**src/rtl/ringPkg.sv**
```systemverilog
package ringPkg;

  typedef enum logic [1:0] {
    ST_IDLE   = 2'd0,
    ST_ARMED  = 2'd1,
    ST_ACTIVE = 2'd2
  } chState_e;

  // Strobes from control to datapath
  typedef struct packed {
    logic clrGap;
    logic clrRun;
    logic clrLow;
  } ctrlStrb_t;

  // Status flags from datapath to control
  typedef struct packed {
    logic fall;
    logic gapOver;
    logic runDone;
    logic lowDone;
  } dpFlags_t;

endpackage

```
**src/rtl/ring_chan_dp.sv**
```systemverilog
module ring_chan_dp
  import ringPkg::*;
#(
  parameter int LIMIT  = 67,
  parameter int QUAL   = 200,
  parameter int MINLOW = 200
) (
  input  logic      clk,
  input  logic      rst,
  input  logic      tick,
  input  logic      rawInN,
  input  ctrlStrb_t strb,
  output dpFlags_t  flags,
  output logic      syncLevel
);

  localparam int GAP_W = $clog2(LIMIT + 2);
  localparam int RUN_W = $clog2(QUAL + 1);
  localparam int LOW_W = $clog2(MINLOW + 1);
  localparam logic [GAP_W-1:0] GAP_LIM = GAP_W'(LIMIT);
  localparam logic [RUN_W-1:0] RUN_LIM = RUN_W'(QUAL);
  localparam logic [LOW_W-1:0] LOW_LIM = LOW_W'(MINLOW);

  logic sync1, sync2, prevQ;
  logic [GAP_W-1:0] gapCnt;
  logic [RUN_W-1:0] runCnt;
  logic [LOW_W-1:0] lowCnt;

  always_ff @(posedge clk) begin
    if (rst) begin
      sync1 <= 1'b1;
      sync2 <= 1'b1;
      prevQ <= 1'b1;
    end else begin
      sync1 <= rawInN;
      sync2 <= sync1;
      prevQ <= sync2;
    end
  end

  // Ticks since last falling edge, saturating one past the limit
  always_ff @(posedge clk) begin
    if (rst || strb.clrGap) gapCnt <= '0;
    else if (tick && gapCnt <= GAP_LIM) gapCnt <= gapCnt + 1'b1;
  end

  // Ticks since the train started
  always_ff @(posedge clk) begin
    if (rst || strb.clrRun) runCnt <= '0;
    else if (tick && runCnt < RUN_LIM) runCnt <= runCnt + 1'b1;
  end

  // Ticks since the output went low
  always_ff @(posedge clk) begin
    if (rst || strb.clrLow) lowCnt <= '0;
    else if (tick && lowCnt < LOW_LIM) lowCnt <= lowCnt + 1'b1;
  end

  assign syncLevel     = sync2;
  assign flags.fall    = prevQ & ~sync2;
  assign flags.gapOver = gapCnt > GAP_LIM;
  assign flags.runDone = runCnt >= RUN_LIM;
  assign flags.lowDone = lowCnt >= LOW_LIM;

  // the synchronized level lags the raw pin by two cycles
  p_sync_delay_r3: assert property (@(posedge clk) disable iff (rst)
    (!$past(rst) && !$past(rst, 2)) |-> (syncLevel == $past(rawInN, 2)));

endmodule

```
**src/rtl/ring_chan_ctrl.sv**
```systemverilog
module ring_chan_ctrl
  import ringPkg::*;
(
  input  logic      clk,
  input  logic      rst,
  input  logic      selEn,
  input  dpFlags_t  flags,
  output ctrlStrb_t strb,
  output logic      lowActive
);

  chState_e st, stNext;

  always_comb begin
    stNext = st;
    strb   = '0;
    if (!selEn) begin
      stNext = ST_IDLE;
    end else begin
      unique case (st)
        ST_IDLE: begin
          if (flags.fall) begin
            strb.clrGap = 1'b1;
            strb.clrRun = 1'b1;
            stNext      = ST_ARMED;
          end
        end
        ST_ARMED: begin
          if (flags.fall) begin
            strb.clrGap = 1'b1;
            if (flags.gapOver) begin
              strb.clrRun = 1'b1;
            end else if (flags.runDone) begin
              strb.clrLow = 1'b1;
              stNext      = ST_ACTIVE;
            end
          end else if (flags.gapOver) begin
            stNext = ST_IDLE;
          end else if (flags.runDone) begin
            strb.clrLow = 1'b1;
            stNext      = ST_ACTIVE;
          end
        end
        ST_ACTIVE: begin
          if (flags.fall) strb.clrGap = 1'b1;
          else if (flags.gapOver && flags.lowDone) stNext = ST_IDLE;
        end
        default: stNext = ST_IDLE;
      endcase
    end
  end

  always_ff @(posedge clk) begin
    if (rst) st <= ST_IDLE;
    else     st <= stNext;
  end

  assign lowActive = (st == ST_ACTIVE);

  // a bypassed channel is back in idle one cycle later
  p_bypass_idle_r9: assert property (@(posedge clk) disable iff (rst)
    !selEn |=> (st == ST_IDLE));

  // entering the low state needs a full qualification window
  p_qual_run_r5: assert property (@(posedge clk) disable iff (rst)
    (st == ST_ACTIVE && $past(st) == ST_ARMED) |-> $past(flags.runDone));

  // a broken spacing before qualification drops the train
  p_gap_break_r6: assert property (@(posedge clk) disable iff (rst)
    ($past(st) == ST_ARMED && $past(flags.gapOver) && !$past(flags.fall)
     && $past(selEn)) |-> (st == ST_IDLE));

  // release only after the minimum low time and a lost train
  p_min_low_r8: assert property (@(posedge clk) disable iff (rst)
    ($past(st) == ST_ACTIVE && st != ST_ACTIVE && $past(selEn))
      |-> ($past(flags.lowDone) && $past(flags.gapOver)));

endmodule

```
**src/rtl/ring_train_filter.sv**
```systemverilog
module ring_train_filter
  import ringPkg::*;
#(
  parameter int NCH    = 3,
  parameter int REG_W  = 8,
  parameter int LIMIT  = 67,
  parameter int QUAL   = 200,
  parameter int MINLOW = 200
) (
  input  logic             clk,
  input  logic             rst,
  input  logic             tick,
  input  logic             regWrEn,
  input  logic [REG_W-1:0] regWrData,
  output logic [REG_W-1:0] regRdData,
  input  logic [NCH-1:0]   ringInN,
  output logic [NCH-1:0]   ringOutN
);

  localparam int RSVD_W = REG_W - NCH;

  logic [NCH-1:0] selReg;
  logic           unusedRsvd;

  always_ff @(posedge clk) begin
    if (rst)          selReg <= '0;
    else if (regWrEn) selReg <= regWrData[NCH-1:0];
  end

  assign unusedRsvd = ^regWrData[REG_W-1:NCH];
  assign regRdData  = {{RSVD_W{1'b0}}, selReg};

  for (genvar ch = 0; ch < NCH; ch++) begin : g_chan
    ctrlStrb_t strb;
    dpFlags_t  flags;
    logic      syncLevel;
    logic      lowActive;

    ring_chan_dp #(
      .LIMIT (LIMIT),
      .QUAL  (QUAL),
      .MINLOW(MINLOW)
    ) u_dp (
      .clk      (clk),
      .rst      (rst),
      .tick     (tick),
      .rawInN   (ringInN[ch]),
      .strb     (strb),
      .flags    (flags),
      .syncLevel(syncLevel)
    );

    ring_chan_ctrl u_ctrl (
      .clk      (clk),
      .rst      (rst),
      .selEn    (selReg[ch]),
      .flags    (flags),
      .strb     (strb),
      .lowActive(lowActive)
    );

    assign ringOutN[ch] = selReg[ch] ? ~lowActive : syncLevel;
  end

  // a write loads the enable bits on the next cycle
  p_sel_write_r2: assert property (@(posedge clk) disable iff (rst)
    regWrEn |=> (regRdData[NCH-1:0] == $past(regWrData[NCH-1:0])));

endmodule

```
**config.mk**
```make
export PLATFORM = sky130hd
export DESIGN_NAME = ring_train_filter
export DESIGN_NICKNAME = d
export VERILOG_FILES = /design/src/rtl/ringPkg.sv /design/src/rtl/ring_chan_dp.sv /design/src/rtl/ring_chan_ctrl.sv /design/src/rtl/ring_train_filter.sv
export SDC_FILE = /design/constraint.sdc
export NUM_CORES = 1
export LEC_CHECK = 0
export BUFFER_PORTS_ARGS = -buffer_cell sky130_fd_sc_hd__buf_2
export CAP_MARGIN = 15
export CORE_ASPECT_RATIO = 0.8
export CORE_MARGIN = 2
export CORE_UTILIZATION = 40
export DETAILED_ROUTE_END_ITERATION = 8
export PLACE_DENSITY = 0.52
export SLEW_MARGIN = 20
export SYNTH_ARGS = -nofsm -noshare
export SYNTH_HDL_FRONTEND = slang
export SYNTH_SLANG_ARGS = --single-unit
```
**constraint.sdc**
```tcl
create_clock -name clk -period 2.31 [get_ports clk]
set_input_delay 0 -clock clk [delete_from_list [all_inputs] [get_ports clk]]
set_output_delay 0 -clock clk [all_outputs]
set_load 0.05 [all_outputs]
```
**Word-level counts from Yosys, hierarchy flattened**

Index checks and enable logic that the tools add are counted.
W data, S select, Z words.

- Flip-flop bits (word level): 87
- Input bits: 15
- Output and inout bits: 11
- Logic and storage cells: 166

- Add/sub/neg operators: 9
- $lt $le $gt $ge: 18
- Equality and inequality tests: 18
- Multiplexer cells: 57
- Bitwise logic cells: 12
- Reductions and logical operators: 30

Operator list:

| cell | count |
|---|---|
| $mux W2 | 27 |
| $add A8 B1 Y8 const B | 6 |
| $ge A8 B8 Y1 const B | 6 |
| $lt A8 B8 Y1 const B | 6 |
| $add A7 B1 Y7 const B | 3 |
| $gt A7 B7 Y1 const B | 3 |
| $le A7 B7 Y1 const B | 3 |
| $mux W1 | 18 |
| $pmux W2 S3 | 3 |
| $logic_and A1 B1 Y1 | 12 |
| $ne A2 B2 Y1 const B | 6 |
| $reduce_and A4 Y1 | 3 |
| $logic_or A1 B1 Y1 | 9 |
| $mux W3 | 3 |
| $ne A3 B3 Y1 const B | 3 |
| $not A1 Y1 | 9 |
| $pmux W1 S3 | 3 |
| $eq A2 B1 Y1 const B | 3 |
| $eq A2 B2 Y1 const B | 3 |
| $logic_not A2 Y1 | 3 |
| $ne A2 B1 Y1 const B | 3 |
| $pmux W1 S2 | 3 |
| $reduce_or A2 Y1 | 3 |
| $and A1 B1 Y1 | 3 |

**Logic depth before layout (Yosys ltp)**

Gate-level depths: netlist of run 1.

- Word-level depth: 6
- Mapped depth: 5
- Mapped depth without buffers: 5

**Modules after synthesis**

A second synthesis of run 1 with hierarchy kept.

- Cell total of the unflattened synthesis: 523
- Area, all modules: 4603.2 um^2

By module, submodules not included:

| module | instances | cells an instance | area an instance (um^2) | seq. area each (um^2) |
|---|---|---|---|---|
| ring_chan_dp at g_chan[0].u_dp ... | 2 | 152 | 1325.0 | 520.5 |
| ring_chan_dp at g_chan[2].u_dp | 1 | 153 | 1330.0 | 520.5 |
| ring_chan_ctrl | 3 | 15 | 146.4 | 40.0 |
| ring_train_filter | 1 | 21 | 183.9 | 60.1 |

**Least setup slack after synthesis of run 1**

Ideal clock, no wire load.

- Path kind: reg2reg
- Start point: register g_chan[0].u_dp.gapCnt[2]
- End point: register g_chan[0].u_ctrl.st[1]
- Arrival: 1597 ps
- Data required time: 2209 ps
- Path slack: 612 ps
- Stages on the path, launching flop included: 5
- Buffers on the path: 0
- Cell sequence: dfxtp_1 -> o41ai_4 -> o211ai_4 -> or4_1 -> o41ai_1

- Longest elaborated chain between the ends: 4
- Elaborated cells between the ends (all ways): 8
- Those cells by class: 1 x order compare; 2 x eq/ne; 3 x mux; 2 x reduce/logical

Ends and longest elaborated chain:

| item | RTL line | source |
|---|---|---|
| start, declared | ring_chan_dp.sv:25 | `logic [GAP_W-1:0] gapCnt;` |
| start signal, assigned | ring_chan_dp.sv:44 | `else if (tick && gapCnt <= GAP_LIM) gapCnt <= gapCnt + 1'b1;` |
| $gt A7 B7 Y1 (*) | ring_chan_dp.sv:61 | `assign flags.gapOver = gapCnt > GAP_LIM;` |
| $mux W2 / $logic_and A1 B1 Y1 (equally long branches) | ring_chan_ctrl.sv:37, ring_chan_ctrl.sv:46 |  |
| $mux W2 / $ne A2 B1 Y1 (equally long branches) | -- |  |
| $pmux W2 S3 / $reduce_and A4 Y1 (equally long branches) | -- |  |
| end signal, assigned | ring_chan_ctrl.sv:55 | `else st <= stNext;` |
| end, declared | ring_chan_ctrl.sv:12 | `chState_e st, stNext;` |

Every way passes the cells marked *; elsewhere a longest branch is shown, timed or not.
A chain may end at the register's enable or synchronous reset.

**Worst setup path after layout of run 1**

- Start point: register g_chan[2].u_dp.gapCnt[0]
- End point: register g_chan[2].u_dp.runCnt[3]

- Longest elaborated chain between the ends: 6

Ends and longest elaborated chain:

| item | RTL line | source |
|---|---|---|
| start, declared | ring_chan_dp.sv:25 |  |
| start signal, assigned | ring_chan_dp.sv:44 |  |
| $gt A7 B7 Y1 | ring_chan_dp.sv:61 |  |
| $mux W1 | ring_chan_ctrl.sv:31 | `if (flags.gapOver) begin` |
| $mux W2 | ring_chan_ctrl.sv:29 | `if (flags.fall) begin` |
| $pmux W1 S2 | ring_chan_ctrl.sv:20 | `unique case (st)` |
| $mux W3 | ring_chan_ctrl.sv:17 | `if (!selEn) begin` |
| $logic_or A1 B1 Y1 | ring_chan_dp.sv:49 | `if (rst \|\| strb.clrRun) runCnt <= '0;` |
| end signal, assigned | ring_chan_dp.sv:50 | `else if (tick && runCnt < RUN_LIM) runCnt <= runCnt + 1'b1;` |
| end, declared | ring_chan_dp.sv:26 | `logic [RUN_W-1:0] runCnt;` |

Every way passes these cells.

==> metrics.csv, run 1 <==
metric;value;unit
num_vias;3216;
gp_congestion;0.763;
path_delay_family;compound AO/OA/AOI/OAI gates;
dpl_worst_slack;0.421;ns
cts.sinks;87;
powerDensity;678;mW/mm^2
portBuffers;15;
dp_hpwl;5.40;mm
rows;33;
startpoint_type;register;
outcome;completed;
cts.path.max_buffers;2;
dieHeight;95.2;microns
worst-slew-pin-transition;0.755;ns
cap_violations;0;
ios;26;
netlist_top_cells_count;dfxtp_1 (87), nor2_1 (67), xor2_1 (40);
finalCritPeriodShare;82.1;%
antenna_found_initial;0;
synth-edff-count;0;
diodes;0;
crit_chain;ha_1 > and3b_1 > o21ai_1 > a31oi_1 > nor2_1;
synth-seq-cells;87;
arrival;2.09;ns
drc;0;
critical_path_class;reg -> reg;
drive_gt1_share;12.7;%
maxSlewViolCount;0;
p_leak;1.99;nW
required;2.50;ns
path_clk_slew;0.06;ns
synth_top_cell_area_share;41.9;%
yosysUniqueCellTypes;53;
syn_area;0.00416;sq mm
area_delta_synth_final;15.8;%
grt_max_degree;28;
ir_worst_vdd;470;uV
clock_latency;0.34;ns
htree_levels;3;
yosysMostFrequentCell;dfxtp_1;
min_period;1.90;ns
cts_tree;done;
grt_pass1_wl;13.9;mm
rsz0062_at_grt;false;
path_buf_inv;0;
hp-class;in -> reg;
die_w;118;microns
gr-total-overflow;0;
grt_pass1_vias;3009;
start_util;40.7;%
synth-main-ff-cell;dfxtp_1;
ys_seq_area_share;41.9;%
yosysWarnings;0;
end_kind;register;
totalWireLength;7.97;mm
cts_made_buffers;9;
syn_area_per_cell;9.11;sq um
root_buffer;clkbuf_16;
fp.dieArea;0.0112;sq mm
grtUsageMet3;3.95;%
hold_violations;0;
grt_use_met2;24.7;%
skew;0.00531;ns
wl_per_cell;12.5;microns
antenna_left;0;
synth_area_leaders;dfxtp_1 (42%), xor2_1 (8.4%), nor2_1 (6.1%);
critPathSlowestCell;a31oi_1;
fin_setup_tns;0;ns
setup_violations;0;
nNetsFinal;522;
grt-busiest-layer;met2;
core-area;0.0102;sq mm
viasPerCell;5.05;
yosys.area.top_type;dfxtp_1;
met1_usage;20.0;%
track_usage;15.3;%
crit_path_max_fanout;8;
syn_inst;456;
async_flop_share;0;%
drt_iter0_markers;139;
slowest_delay;0.64;ns
first_pass_iters;4;
fmax;0.527;GHz
setup_ws;0.414;ns
slew_headroom;49.4;%
## routing by layer
metal | wire length, microns | part of all wire [%] | up-vias
met2 | 3440 | 43 | 29
met1 | 4250 | 53 | 1511
li1 | - | - | 1667
met5 | 0 | 0 | -
met4 | 97 | 1.2 | 0
met3 | 183 | 2.3 | 9
## layout by cell type (no fill, tap or decap), types with 3 or more instances in the layout
master,netlist,routed
inv_1,19,19
xor2_1,40,40
and3_1,12,12
a31oi_1,12,12
ha_1,15,15
nor2_1,67,67
a41oi_1,5,5
and4_1,7,7
nor3_1,3,3
mux2i_1,5,5
nand2_1,32,32
clkbuf_16,0,9
a21oi_1,12,12
or4_1,3,3
buf_2,0,15
and2_1,7,7
dlygate4sd3_1,0,9
o41ai_1,3,3
nor2b_1,4,4
conb_1,1,5
clkbuf_1,7,3
o311ai_0,3,3
buf_4,8,13
a21boi_0,3,3
nand4_1,20,20
or2_2,9,9
xnor2_1,9,9
dfxtp_1,87,87
nand3_1,23,23
## power by group
group / switching (mW) / internal, mW / total, mW
clock: 0.563 / 0.867 / 1.43
sequential: 0.0447 / 1.54 / 1.59
combinational: 0.152 / 0.0920 / 0.244
## layout make-up
| type | count | area, sq um |
|---|---|---|
| well taps | 140 | 175 |
| fillers | 996 | 5390 |
| repair buffers | 37 | 263 |
| flip-flops and latches | 87 | 1740 |
| clock inverters | 3 | 42.5 |
| inverters | 20 | 75.1 |
| clock buffers | 13 | 250 |
| multi-input cells | 337 | 2260 |
## worst paths after layout
check	start	to	slack (ns)	cells past startpoint
min	rst	selReg[1]	0.06	2
max reg2reg	g_chan[2].u_dp.gapCnt[0]	g_chan[2].u_dp.runCnt[3]	0.41	5
min reg2reg	g_chan[0].u_dp.sync1	g_chan[0].u_dp.syncLevel	0.41	1
max	g_chan[2].u_dp.gapCnt[0]	g_chan[2].u_dp.runCnt[3]	0.41	5
## flip-flops by register name (all words and copies together) (netlist names)
register and flops:
g_chan.u_ctrl.st 6, g_chan.u_dp.gapCnt 21, g_chan.u_dp.lowCnt 24, g_chan.u_dp.prevQ 3, g_chan.u_dp.runCnt 24, g_chan.u_dp.sync1 3, g_chan.u_dp.syncLevel 3, selReg 3
## stage by stage
stage                     cells  area [sq um]  hold WS (ns)  utilization (%)  total power, mW
after global routing        637          4810        0.0782             47.2             3.40
after global placement      612          4430         0.185             43.4             1.84
final                       637          4810        0.0615             47.2             3.26
after detailed placement    612          4430         0.186             43.4             1.85
after CTS                   637          4810        0.0542             47.2             3.31
after floorplan             460          4170         0.104                -             1.80
## repair_timing
item / 4_1_cts / 5_1_grt
hold buffers: 9 / 0
gates resized for setup: 0 / 0
setup endpoints to repair: 0 / 0
buffers inserted: 0 / 0
hold endpoints to repair: 6 / 0
## kinds of logic after synthesis
group,share of synthesized area (%)
AND/OR/NAND/NOR,24.9
AO/OA/AOI/OAI,13.1
buffers and inverters,3.97
other,0.0902
XOR/XNOR,10.3
flip-flops,41.9
multiplexers,1.20
adder cells (fa/ha/maj),4.52
No activity file was read; power rests on OpenSTA's default activity.
==> run 2, diff against run 1 <==
--- a/config.mk
+++ b/config.mk
@@ -11,7 +11,7 @@
 export CORE_MARGIN = 2
 export CORE_UTILIZATION = 40
 export DETAILED_ROUTE_END_ITERATION = 8
-export PLACE_DENSITY = 0.52
+export PLACE_DENSITY = 0.55
 export SLEW_MARGIN = 20
 export SYNTH_ARGS = -nofsm -noshare
 export SYNTH_HDL_FRONTEND = slang
==> constraint.sdc (replaced) <==
create_clock -name clk -period 1.7 [get_ports clk]
set_input_delay 0 -clock clk [delete_from_list [all_inputs] [get_ports clk]]
set_output_delay 0 -clock clk [all_outputs]
set_load 0.05 [all_outputs]
==> run 2 against run 1 <==
  * Via count grew 1.8%
  * Count of clock-buffer cells in the layout is 3 lower
  * Hold slack improved by 0.017 ns
==> metrics.csv, run 2 (synthesis gave the netlist of run 1 again) <==
metric;value;unit
totalWireLength;8.10;mm
crit_chain;o41ai_4 > o211ai_4 > or4_1 > o41ai_1;
multiInputGateArea;0.00227;sq mm
layout_common_cells;dfxtp_1 (87), nor2_1 (67), xor2_1 (40);
fin_setup_tns;0;ns
clock_latency;0.34;ns
power.internal;3.38;mW
place_inst;637;
startpoint_type;register;
antenna_left;0;
end_kind;register;
cts.path.max_buffers;2;
reg2regPathDepth;4;
grt_pass1_vias;3066;
crit_path_max_fanout;4;
endpoint;g_chan[1].u_ctrl.st[1];
seq_power_share;48.1;%
ff2ff_setup_slack;0.07;ns
critPathSlowestCell;or4_1;
cts_made_buffers;9;
drt_iter0_markers;127;
viasPerCell;4.95;
swShare;23.9;%
slowest_delay;0.52;ns
gr-total-overflow;0;
drive_gt1_share;17.4;%
layout_commonest_cell;dfxtp_1;
cts.sinks;87;
outcome;completed;
track_usage;15.5;%
path_buf_inv;0;
path_clk_slew;0.06;ns
r2r-end;g_chan[1].u_ctrl.st[1];
area_delta_synth_final;20.7;%
grt_pass1_wl;14.2;mm
gp_congestion;0.814;
fillers;989;
hp-class;in -> reg;
finalCritPeriodShare;95.8;%
worstReg2RegStart;g_chan[1].u_dp.gapCnt[3];
diodes;0;
first_pass_iters;4;
cts_tree;done;
pwr-share-clk;43.3;%
die_w;118;microns
switchingPower;1.06;mW
root_buffer;clkbuf_16;
portBuffers;15;
post_cts_buffers;0;
setup_violations;0;
num_vias;3275;
p_leak;2.14;nW
ir_worst_vdd;776;uV
startpoint;g_chan[1].u_dp.gapCnt[3];
path_depth;4;
skew;0.00842;ns
powerDensity;886;mW/mm^2
hold_violations;0;
path_delay_family;compound AO/OA/AOI/OAI gates;
core-area;0.0102;sq mm
antenna_found_initial;0;
arrival;1.86;ns
rows;33;
regArea;0.00174;sq mm
critical_path_class;reg -> reg;
layout.cells.non_filler;662;
htree_levels;3;
ios;26;
dp_hpwl;5.75;mm
maxSlewViolCount;0;
min_period;1.63;ns
cap_violations;0;
drc;0;
fp.dieArea;0.0112;sq mm
min-delay-start;rst;
dieHeight;95.2;microns
start_util;40.7;%
grt_max_degree;21;
rsz0062_at_grt;false;
fmax;0.614;GHz
wl_per_cell;12.2;microns
required;1.93;ns
top_regs;g_chan.u_dp.lowCnt (24), g_chan.u_dp.runCnt (24), g_chan.u_dp.gapCnt (21);
p_comb_share;8.6;%
nNetsFinal;547;
-- run 2: changes by cell type in the layout (fill, tap and decap cells not counted), sizes merged --
cell	previous run	this run
buf	28	53
clkbuf	13	10
clkinv	2	5
-- run 2: routing by layer --
layer	GRT usage, %	part of all wire [%]	up-vias
li1	-	-	1717
met1	21.4	55	1517
met2	23.4	41	30
met3	4.07	3.0	11
met4	6.02	1.6	0
met5	0	0	-
-- run 2: cell type report --
cell class / instances / share of cell area (%)
multi-input combinational: 337 / 45.3
tap: 140 / 3.49
sequential: 87 / 34.7
inverter: 20 / 1.50
clock buffer: 10 / 4.56
timing repair buffer: 62 / 9.23
clock inverter: 6 / 1.22
-- run 2: through the flow --
step                      setup WS, ns  hold slack, ns  utilization (%)  area (sq um)  power [mW]
final                           0.0708          0.0790             49.2          5020        4.45
after global routing           0.00417          0.0895             49.2          5020        4.63
after CTS                       0.0546          0.0670             49.1          5010        4.51
after detailed placement        0.0756           0.187             45.4          4630        2.55
after global placement           0.113           0.187             45.4          4630        2.54
after floorplan                0.00208           0.104                -          4170        2.44
-- run 2: worst reg2reg max path, cell delays in order, from the launching register on --
cell      delay [ns]
dfxtp_1         0.36
o41ai_4         0.41
o211ai_4        0.16
or4_1           0.52
o41ai_1         0.08
-- run 2: power groups by stage --
stage	Clock [mW]	Combinational, mW	Sequential [mW]
global placement	0	0.358	2.18
detailed placement	0	0.364	2.18
finish	1.93	0.383	2.14
global route	2.06	0.428	2.14
floorplan	0	0.258	2.18
CTS	1.99	0.384	2.14
-- run 2: how the worst min path moves through the flow --
stage,to,depth (start not counted),slack (ns)
CTS,selReg[1],3,0.07
finish,selReg[0],3,0.08
global route,selReg[1],3,0.09
floorplan,g_chan[0].u_dp.sync1,1,0.10
global placement,g_chan[0].u_dp.sync1,2,0.19
detailed placement,g_chan[0].u_dp.sync1,2,0.19
-- run 2: repair_timing --
| item | in CTS | in global routing |
|---|---|---|
| endpoints found under the hold margin | 6 | 0 |
| setup endpoints to repair | 0 | 8 |
| hold buffers | 9 | 0 |
| resized for setup | 0 | 1 |
